### src/rtl/vss_pkg.sv
package vss_pkg;
  parameter int unsigned LANES = 64;
  parameter int unsigned IDX_W = $clog2(LANES + 1);

  typedef logic [IDX_W-1:0] idx_t;
  typedef logic [LANES-1:0] mask_t;

  typedef struct packed {
    idx_t  vl;
    mask_t smask;
    mask_t dmask;
    logic  szero;
    logic  dzero;
    logic  vec;
  } cfg_t;

  // saturate the requested length at the lane count
  function automatic idx_t clamp_vl(input idx_t v);
    return (v > idx_t'(LANES)) ? idx_t'(LANES) : v;
  endfunction

  // lowest set lane in [from, vl), or vl if none
  function automatic idx_t seek_lane(input mask_t m, input idx_t from, input idx_t vl);
    idx_t r;
    logic hit;
    r   = vl;
    hit = 1'b0;
    for (int i = 0; i < LANES; i++) begin
      if (!hit && m[i] && idx_t'(i) >= from && idx_t'(i) < vl) begin
        r   = idx_t'(i);
        hit = 1'b1;
      end
    end
    return r;
  endfunction

  // vector classification used by the post-element decision
  function automatic logic is_vector(input logic twin, input logic in_v, input logic out_v);
    return twin ? (in_v | out_v) : out_v;
  endfunction
endpackage

### src/rtl/vss_cfg_latch.sv
module vss_cfg_latch
  import vss_pkg::*;
(
  input  logic  clk,
  input  logic  rst,
  input  logic  start,
  input  idx_t  vl_in,
  input  mask_t src_mask_in,
  input  mask_t dst_mask_in,
  input  logic  pred_en,
  input  logic  twin_pred,
  input  logic  src_zero_en,
  input  logic  dst_zero_en,
  input  logic  in_vec,
  input  logic  out_vec,
  output cfg_t  cfg_next,
  output cfg_t  cfg_q
);
  cfg_t cfg_in;

  always_comb begin
    cfg_in.vl    = clamp_vl(vl_in);
    cfg_in.dmask = pred_en ? dst_mask_in : '1;
    cfg_in.smask = !pred_en ? '1 : (twin_pred ? src_mask_in : dst_mask_in);
    cfg_in.szero = src_zero_en;
    cfg_in.dzero = dst_zero_en;
    cfg_in.vec   = is_vector(twin_pred, in_vec, out_vec);
  end

  assign cfg_next = start ? cfg_in : cfg_q;

  always_ff @(posedge clk) begin
    if (rst)        cfg_q <= '0;
    else if (start) cfg_q <= cfg_in;
  end
endmodule

### src/rtl/vss_lane_seek.sv
module vss_lane_seek
  import vss_pkg::*;
(
  input  mask_t mask,
  input  idx_t  from,
  input  idx_t  vl,
  input  logic  zero_en,
  output idx_t  idx,
  output logic  zflag
);
  mask_t shifted;
  assign shifted = mask >> from;
  assign idx     = zero_en ? from : seek_lane(mask, from, vl);
  assign zflag   = zero_en && (from < vl) && !shifted[0];
endmodule

### src/rtl/vec_step_seq.sv
module vec_step_seq
  import vss_pkg::*;
(
  input  logic             clk,
  input  logic             rst,
  input  logic             start,
  input  logic             done,
  input  logic [IDX_W-1:0] vl_in,
  input  logic [LANES-1:0] src_mask_in,
  input  logic [LANES-1:0] dst_mask_in,
  input  logic             pred_en,
  input  logic             twin_pred,
  input  logic             src_zero_en,
  input  logic             dst_zero_en,
  input  logic             in_vec,
  input  logic             out_vec,
  output logic [IDX_W-1:0] src_idx,
  output logic [IDX_W-1:0] dst_idx,
  output logic             src_zero,
  output logic             dst_zero,
  output logic             hold_pc,
  output logic             loop_end
);
  localparam int unsigned SIDES = 2;

  cfg_t cfg_next, cfg_q;
  idx_t vl_q;
  assign vl_q = cfg_q.vl;

  vss_cfg_latch u_cfg (
    .clk(clk), .rst(rst), .start(start), .vl_in(vl_in),
    .src_mask_in(src_mask_in), .dst_mask_in(dst_mask_in),
    .pred_en(pred_en), .twin_pred(twin_pred),
    .src_zero_en(src_zero_en), .dst_zero_en(dst_zero_en),
    .in_vec(in_vec), .out_vec(out_vec),
    .cfg_next(cfg_next), .cfg_q(cfg_q)
  );

  // side 0 = source, side 1 = destination
  idx_t  cur_idx  [SIDES];
  idx_t  cand_idx [SIDES];
  mask_t side_mask[SIDES];
  logic  side_zen [SIDES];
  idx_t  seek_idx [SIDES];
  logic  seek_z   [SIDES];

  assign cur_idx[0]   = src_idx;
  assign cur_idx[1]   = dst_idx;
  assign side_mask[0] = cfg_next.smask;
  assign side_mask[1] = cfg_next.dmask;
  assign side_zen[0]  = cfg_next.szero;
  assign side_zen[1]  = cfg_next.dzero;

  for (genvar g = 0; g < SIDES; g++) begin : g_side
    assign cand_idx[g] = start ? '0 : cur_idx[g] + idx_t'(1);
    vss_lane_seek u_seek (
      .mask(side_mask[g]), .from(cand_idx[g]), .vl(cfg_next.vl),
      .zero_en(side_zen[g]), .idx(seek_idx[g]), .zflag(seek_z[g])
    );
  end

  // named events, also observed by the checker
  logic step_go, post_cont, land_out, evt_advance, evt_finish;
  assign step_go     = done && hold_pc && !start;
  assign post_cont   = cfg_q.vec && (src_idx != vl_q - idx_t'(1)) && (dst_idx != vl_q - idx_t'(1));
  assign land_out    = (seek_idx[0] == cfg_next.vl) || (seek_idx[1] == cfg_next.vl);
  assign evt_advance = (start || (step_go && post_cont)) && !land_out;
  assign evt_finish  = (start && land_out) || (step_go && (!post_cont || land_out));

  always_ff @(posedge clk) begin
    if (rst || evt_finish) begin
      src_idx  <= '0;
      dst_idx  <= '0;
      src_zero <= 1'b0;
      dst_zero <= 1'b0;
      hold_pc  <= 1'b0;
      loop_end <= !rst;
    end else if (evt_advance) begin
      src_idx  <= seek_idx[0];
      dst_idx  <= seek_idx[1];
      src_zero <= seek_z[0];
      dst_zero <= seek_z[1];
      hold_pc  <= 1'b1;
      loop_end <= 1'b0;
    end else begin
      loop_end <= 1'b0;
    end
  end
endmodule

### config.mk
export PLATFORM = sky130hd
export DESIGN_NAME = vec_step_seq
export DESIGN_NICKNAME = d
export VERILOG_FILES = /design/src/rtl/vss_pkg.sv /design/src/rtl/vss_cfg_latch.sv /design/src/rtl/vss_lane_seek.sv /design/src/rtl/vec_step_seq.sv
export SDC_FILE = /design/constraint.sdc
export NUM_CORES = 1
export LEC_CHECK = 0
export ABC_AREA = 1
export ABC_CLOCK_PERIOD_IN_PS = 15270
export BUFFER_PORTS_ARGS = -buffer_cell sky130_fd_sc_hd__buf_4
export CORE_MARGIN = 1
export CORE_UTILIZATION = 29
export CTS_CLUSTER_DIAMETER = 150
export DETAILED_ROUTE_END_ITERATION = 6
export GPL_ROUTABILITY_DRIVEN = 0
export PLACE_DENSITY_LB_ADDON = 0.05
export SETUP_SLACK_MARGIN = 0.15
export SYNTH_ARGS = -nofsm -noshare
export SYNTH_HDL_FRONTEND = slang
export SYNTH_SLANG_ARGS = --single-unit
### constraint.sdc
create_clock -name clk -period 15.27 [get_ports clk]
set_input_delay 1.527 -clock clk [delete_from_list [all_inputs] [get_ports clk]]
set_output_delay 1.527 -clock clk [all_outputs]
set_load 0.005 [all_outputs]
* After elaboration in Yosys (flattened, before gate mapping)
Index checks and enable logic that the tools add are counted.
** Storage, ports and cells
- Logic and storage cells :: 1012
- Register bits after elaboration :: 156
- Input bits :: 145
** Cells by class
- Shift operators :: 2
- Bitwise logic cells :: 1
- Add/sub/neg operators :: 3
- Mux-type cells :: 264
- Equal/unequal tests :: 4
- Reduce and logical (&&, ||, !) cells :: 531
- $lt $le $gt $ge :: 195
** Operators with widths (number)
- 7-bit two-way mux :: 133
- 6-bit by 7-bit >= comparator with 1-bit output (first input constant) :: 64
- 1-bit logical AND :: 394
- 5-bit by 7-bit >= comparator with 1-bit output (first input constant) :: 32
- 6-bit by 7-bit less-than comparator with 1-bit output (first input constant) :: 32
- 64-bit two-way mux :: 3
- 138-bit two-way mux :: 1
- 1-bit zero test :: 132
- 64-bit by 7-bit right shift with 1-bit output :: 2
- 1-bit two-way mux :: 127
- 4-bit by 7-bit >= comparator with 1-bit output (first input constant) :: 16
- 5-bit by 7-bit less-than comparator with 1-bit output (first input constant) :: 16
- 3-bit by 7-bit >= comparator with 1-bit output (first input constant) :: 8
- 4-bit by 7-bit less-than comparator with 1-bit output (first input constant) :: 8
- 1-bit by 7-bit >= comparator with 1-bit output (first input constant) :: 4
- 2-bit by 7-bit >= comparator with 1-bit output (first input constant) :: 4
- 3-bit by 7-bit less-than comparator with 1-bit output (first input constant) :: 4
- 7-bit by 1-bit adder with 7-bit output (second input constant) :: 2
- 7-bit equality test :: 2
- 1-bit by 7-bit less-than comparator with 1-bit output (first input constant) :: 2
- 2-bit by 7-bit less-than comparator with 1-bit output (first input constant) :: 2
- 7-bit less-than comparator :: 2
- 7-bit != test :: 2
- 7-bit > comparator (second input constant) :: 1
- other kinds (3) :: 7

* Longest topological paths before layout
- Depth after elaboration :: 328
- Depth in mapped cells :: 85
- Mapped depth without buffers :: 84

* Modules after synthesis
From an unflattened synthesis, not the netlist that was laid out.
** Second synthesis, totals
- Cells, all modules :: 2743
- Area total of the unflattened synthesis :: 16269.4 um^2
** By module, submodules not included
- vss_cfg_latch :: area each 6368.6 um^2, times used 1, cells an instance 840
- vss_lane_seek (g_side[1].u_seek) :: area each 4256.6 um^2, times used 1, cells an instance 856
- vss_lane_seek (g_side[0].u_seek) :: area each 4020.1 um^2, times used 1, cells an instance 798
- vec_step_seq :: area each 1624.1 um^2, times used 1, cells an instance 249

* Worst setup path before layout
OpenSTA, ideal clock, no wires.
- Path kind :: input to register
- Start :: input start
- End :: register dst_idx[0]
- Arrival :: 7.193 ns
- Required time :: 15.159 ns
- Cell stages on the path :: 51
- Path buffers :: 3
- Setup slack :: 7.966 ns
- Cells stage by stage :: buf_6 nand2_1 inv_2 a21oi_2 buf_2 nand4_1 nand3_2 nand3_2 nor2_2 nand4_2 nor2_4 nand4_2 nor2_2 nand4_2 nor2_2 nand4_2 nor2_2 nand4_2 (+15 left out) nand4_4 nor2_4 nand4_4 nor2_4 nand4_4 nand3_1 nand2_1 nand2_1 nand2_1 inv_1 nand2_1 nor2_2 nand4_4 nand2_1 nand2_2 nand3_4 buf_12 nor2_2
** On the way
- Word-level cells in the longest chain between the ends :: 327
** RTL lines
- start: declaration :: RTL line vec_step_seq.sv:6 : input logic start,
- 7-bit two-way mux :: RTL line vec_step_seq.sv:55 : assign cand_idx[g] = start ? '0 : cur_idx[g] + idx_t'(1);
- 1-bit by 7-bit >= comparator with 1-bit output :: RTL line vss_pkg.sv:29 : if (!hit && m[i] && idx_t'(i) >= from && idx_t'(i) < vl) begin
- 1-bit logical AND (2 in series) :: RTL line vss_pkg.sv:29
- 1-bit two-way mux :: RTL line vss_pkg.sv:29
- 1-bit zero test :: RTL line vss_pkg.sv:29
- 1-bit logical AND (3 in series) :: RTL line vss_pkg.sv:29
- 1-bit two-way mux :: RTL line vss_pkg.sv:29
- 1-bit zero test :: RTL line vss_pkg.sv:29
- (+308 left out)
- 7-bit two-way mux :: RTL line vss_pkg.sv:29
- 7-bit two-way mux :: RTL line vss_lane_seek.sv:13 : assign idx = zero_en ? from : seek_lane(mask, from, vl);
- 7-bit equality test :: RTL line vec_step_seq.sv:66 : assign land_out = (seek_idx[0] == cfg_next.vl) || (seek_idx[1] == cfg_next.vl);
- 1-bit logical OR :: RTL line vec_step_seq.sv:66
- 1-bit logical OR :: RTL line vec_step_seq.sv:68 : assign evt_finish = (start && land_out) || (step_go && (!post_cont || land_out));
- 1-bit logical AND :: RTL line vec_step_seq.sv:68
- 1-bit logical OR :: RTL line vec_step_seq.sv:68
- 1-bit logical OR :: RTL line vec_step_seq.sv:71 : if (rst || evt_finish) begin
- end signal: assignment :: RTL line vec_step_seq.sv:80 : dst_idx <= seek_idx[1];
- end: declaration :: RTL line vec_step_seq.sv:18 : output logic [IDX_W-1:0] dst_idx,
Parallel ways exist; a longest one is shown, timed or not.
A chain may end at the register's enable or synchronous reset.

* Worst setup path after layout
- Start :: input start
- End :: register src_zero
** On the way
- Word-level cells in the longest chain between the ends :: 327
** RTL lines
- 7-bit two-way mux :: RTL line vec_step_seq.sv:55
- 1-bit by 7-bit >= comparator with 1-bit output :: RTL line vss_pkg.sv:29
- 1-bit logical AND (2 in series) :: RTL line vss_pkg.sv:29
- 1-bit two-way mux :: RTL line vss_pkg.sv:29
- 1-bit zero test :: RTL line vss_pkg.sv:29
- 1-bit logical AND (3 in series) :: RTL line vss_pkg.sv:29
- 1-bit two-way mux :: RTL line vss_pkg.sv:29
- 1-bit zero test :: RTL line vss_pkg.sv:29
- (+308 left out)
- 7-bit two-way mux :: RTL line vss_pkg.sv:29
- 7-bit two-way mux :: RTL line vss_lane_seek.sv:13
- 7-bit equality test :: RTL line vec_step_seq.sv:66
- 1-bit logical OR :: RTL line vec_step_seq.sv:66
- 1-bit logical OR :: RTL line vec_step_seq.sv:68
- 1-bit logical AND :: RTL line vec_step_seq.sv:68
- 1-bit logical OR :: RTL line vec_step_seq.sv:68
- 1-bit logical OR :: RTL line vec_step_seq.sv:71
- end signal: assignment :: RTL line vec_step_seq.sv:81 : src_zero <= seek_z[0];
- end: declaration :: RTL line vec_step_seq.sv:19 : output logic src_zero,
Parallel ways exist; a longest one is shown, timed or not.

==> impl_metrics.csv <==
group,metric,value,unit
run_status,status,"completed",
critical_path,crit_slowest_cell,"nor2_4",
die,die_area,0.0511,mm²
sta,tightest_slew,1.13,ns
finish,finalNonFillerCells,3270,
critical_path,startpoint,"start",
clock_network,cts_tree,"yes",
pwr,vdd_drop_max,76.6,µV
grt,grt_pass1_vias,16600,
clock_network,post_cts_resized,0,
drt,ant_nets,0,
sta,relSlewSlack,22.9,%
sta,grt_setup_unrepaired,"no",
worst_hold_path,worst_hold_path_type,"register to register",
grt,grt_first_pass_wirelength,105000,µm
drt,drt_first_iter_violations,1690,
finish,final_nets,2753,
yosys,yosys_warnings,0,
die,die_w,226,µm
critical_path,worstPathRequired,15.62,ns
placement,port_buffers,162,
yosys,ys.flop_type,"dfxtp_1",
critical_path,path_max_fanout,84,
clock_network,clkTransAtPathRegs,0.06,ns
drt,first_pass_iters,6,
critical_path,start_kind,"input pin",
clock_network,cts_root_buf,"clkbuf_16",
yosys,synthArstFlopShare,0,%
critical_path,reg2reg_from,"dst_idx[0]",
clock_network,postCtsSetupRepairBufs,0,
placement,hpwl,54500,µm
die,boundaryPins,163,
placement,dp_slack,5.24,ns
grt,track_usage,27.8,%
die,start_util,29.5,%
die,coreArea,0.0493,mm²
critical_path,critPathKind,"input pin to register",
finish,drive_above_1_share,14.0,%
die,dieHeight,226,µm
sta,hold_violations,0,
critical_path,ff2ff_path_depth,48,
critical_path,cpPeakStageDelay,0.46,ns
pwr,power_leakage,8.39,nW
pwr,total_power,1.61,mW
yosys,syn_area,0.0145,mm²
clock_network,insertion_delay,0.49,ns
placement,dp.cells,3238,
critical_path,crit_top_cell,"nand4_2",
yosys,synth_cell_types,60,
sta,fmax,0.104,GHz
drt,routed_wl,70700,µm
grt,antenna_found_initial,2,
yosys,synth_edf_count,0,
yosys,synthCells,2477,
critical_path,critPathArrivalTime,9.97,ns
critical_path,end_kind,"register",
clock_network,htreeDepth,4,
yosys,syn_avg_cell_area,5.87,µm²
sta,slew_violations,0,
sta,fin_skew,0.0252,ns
pwr,p_per_area,94.9,mW/mm²
drt,vias,17500,
grt,grt_max_degree,85,
clock_network,numCtsBuffers,17,
finish,finalInstanceArea,0.0169,mm²
sta,worst_slack,5.65,ns
run,max_cap_viol_count,0,
clock_network,cts_buffer_depth,2,
drt,via_per_inst,5.36,
clock_network,cts_hold_buf,0,
drt,drc,0,
drt,detail_route.wl_per_cell,21.6,µm
sta,setup_viol,0,
yosys,yosysSeqAreaShare,21.5,%
finish,area_delta_synth_final,16.2,%
sta,period_minus_slack,9.62,ns
worst_hold_path,hold_start,"u_cfg.cfg_q[5]",
die,row_count,81,
worst_hold_path,whs_path_depth,2,
yosys,syn_nets,2637,
sta,setup-tns-final,0,ns
clock_network,clock_sinks,156,
placement,place_area,0.0163,mm²
sta,fin_crit_sh,63.0,%
yosys,synth_seq_cells,156,
grt,grt_overflow,0,
## Yosys cell counts (19+ instances only)
| cell | instances | area (µm²) |
|---|---|---|
| clkbuf_1 | 39 | 146 |
| nor2_1 | 303 | 1140 |
| o21ai_0 | 75 | 375 |
| nand2_1 | 668 | 2510 |
| inv_1 | 332 | 1250 |
| buf_2 | 23 | 115 |
| nand2_2 | 19 | 119 |
| o22ai_1 | 130 | 813 |
| nor2_2 | 37 | 231 |
| nand3_1 | 124 | 621 |
| nand4_1 | 85 | 532 |
| nor3_1 | 96 | 480 |
| dfxtp_1 | 156 | 3120 |
| a21oi_1 | 107 | 536 |
## kinds of logic (layout without fill, tap and decap cells)
logic type	count (synthesis)	in the layout	synth area share (%)
AOI/OAI and AO/OA	418	418	17.7
buffers and inverters	441	569	12.4
adders and majority gates	15	15	1.29
xor gates and xnor gates	15	15	0.903
DFF	156	156	21.5
other	0	1	0
and+or+nand+nor	1432	1432	46.2
## layout by cell type (no fill, tap or decap), drive strengths merged, types with 2 or more instances in the layout
master and instances:
nand3 135, o21ai 81, o221ai 5, nand2 694, ha 15, o2111ai 4
o31ai 2, inv 349, a2111oi 13, a41oi 3, a22oi 10, dfxtp 156
nor3 97, nand4 113, o22ai 130, and3 6, a221oi 11, buf 187
clkbuf 18, bufinv 3, clkinvlp 2, nor4 15, o21bai 4, a22o 7
a31oi 9, xor2 14, o211ai 18, clkinv 10, o41ai 5, and2 2
or2 4, a21oi 109, nor2 358, a211oi 2, nand3b 7
## registers in the layout (all words and copies together) (netlist names)
register,count
dst_idx,7
dst_zero,1
hold_pc,1
loop_end,1
src_idx,7
src_zero,1
u_cfg.cfg_q,138
## layout make-up
type                            instances  area [µm²]
Clock buffer                           18         439
Timing Repair Buffer                  187        1400
Multi-Input combinational cell       1880        9630
Fill cell                            5644       32300
Antenna cell                            1        2.50
Tap cell                              664         831
Inverter                              351        1320
Sequential cell                       156        3120
Clock inverter                         13         164
## where the power goes
group,internal [mW],switching [mW]
clock,0.260,0.184
combinational,0.211,0.492
sequential,0.439,0.0192
total,0.910,0.695
## worst paths after layout
| kind | endpoint | slack, ns |
|---|---|---|
| max reg2reg | src_zero | 6.32 |
| max | src_zero | 5.65 |
| min | u_cfg.cfg_q[5] | 0.50 |
| min reg2reg | u_cfg.cfg_q[5] | 0.50 |
## through the flow
step | hold slack (ns) | utilization (%)
after floorplan | 0.466 | -
after global placement | 0.482 | 33.1
after detailed placement | 0.490 | 33.1
after CTS | 0.506 | 34.3
after global routing | 0.525 | 34.3
final | 0.499 | 34.3
## critical path, delay by kind of cell
kind	cells	cell delay, ns
buffers and inverters	6	1.13
AO/OA/AOI/OAI	1	0.28
AND/OR/NAND/NOR	45	6.98
## layer usage
metal	GRT usage (%)	routed length, µm	part of all wire [%]	vias to the layer above
met5	0	13	0.018	-
met4	12.5	2860	4.1	2
met3	5.36	5230	7.4	155
met2	43.9	31400	44	692
met1	36.5	31200	44	8177
li1	-	-	-	8506
No activity file was read; power rests on OpenSTA's default activity.
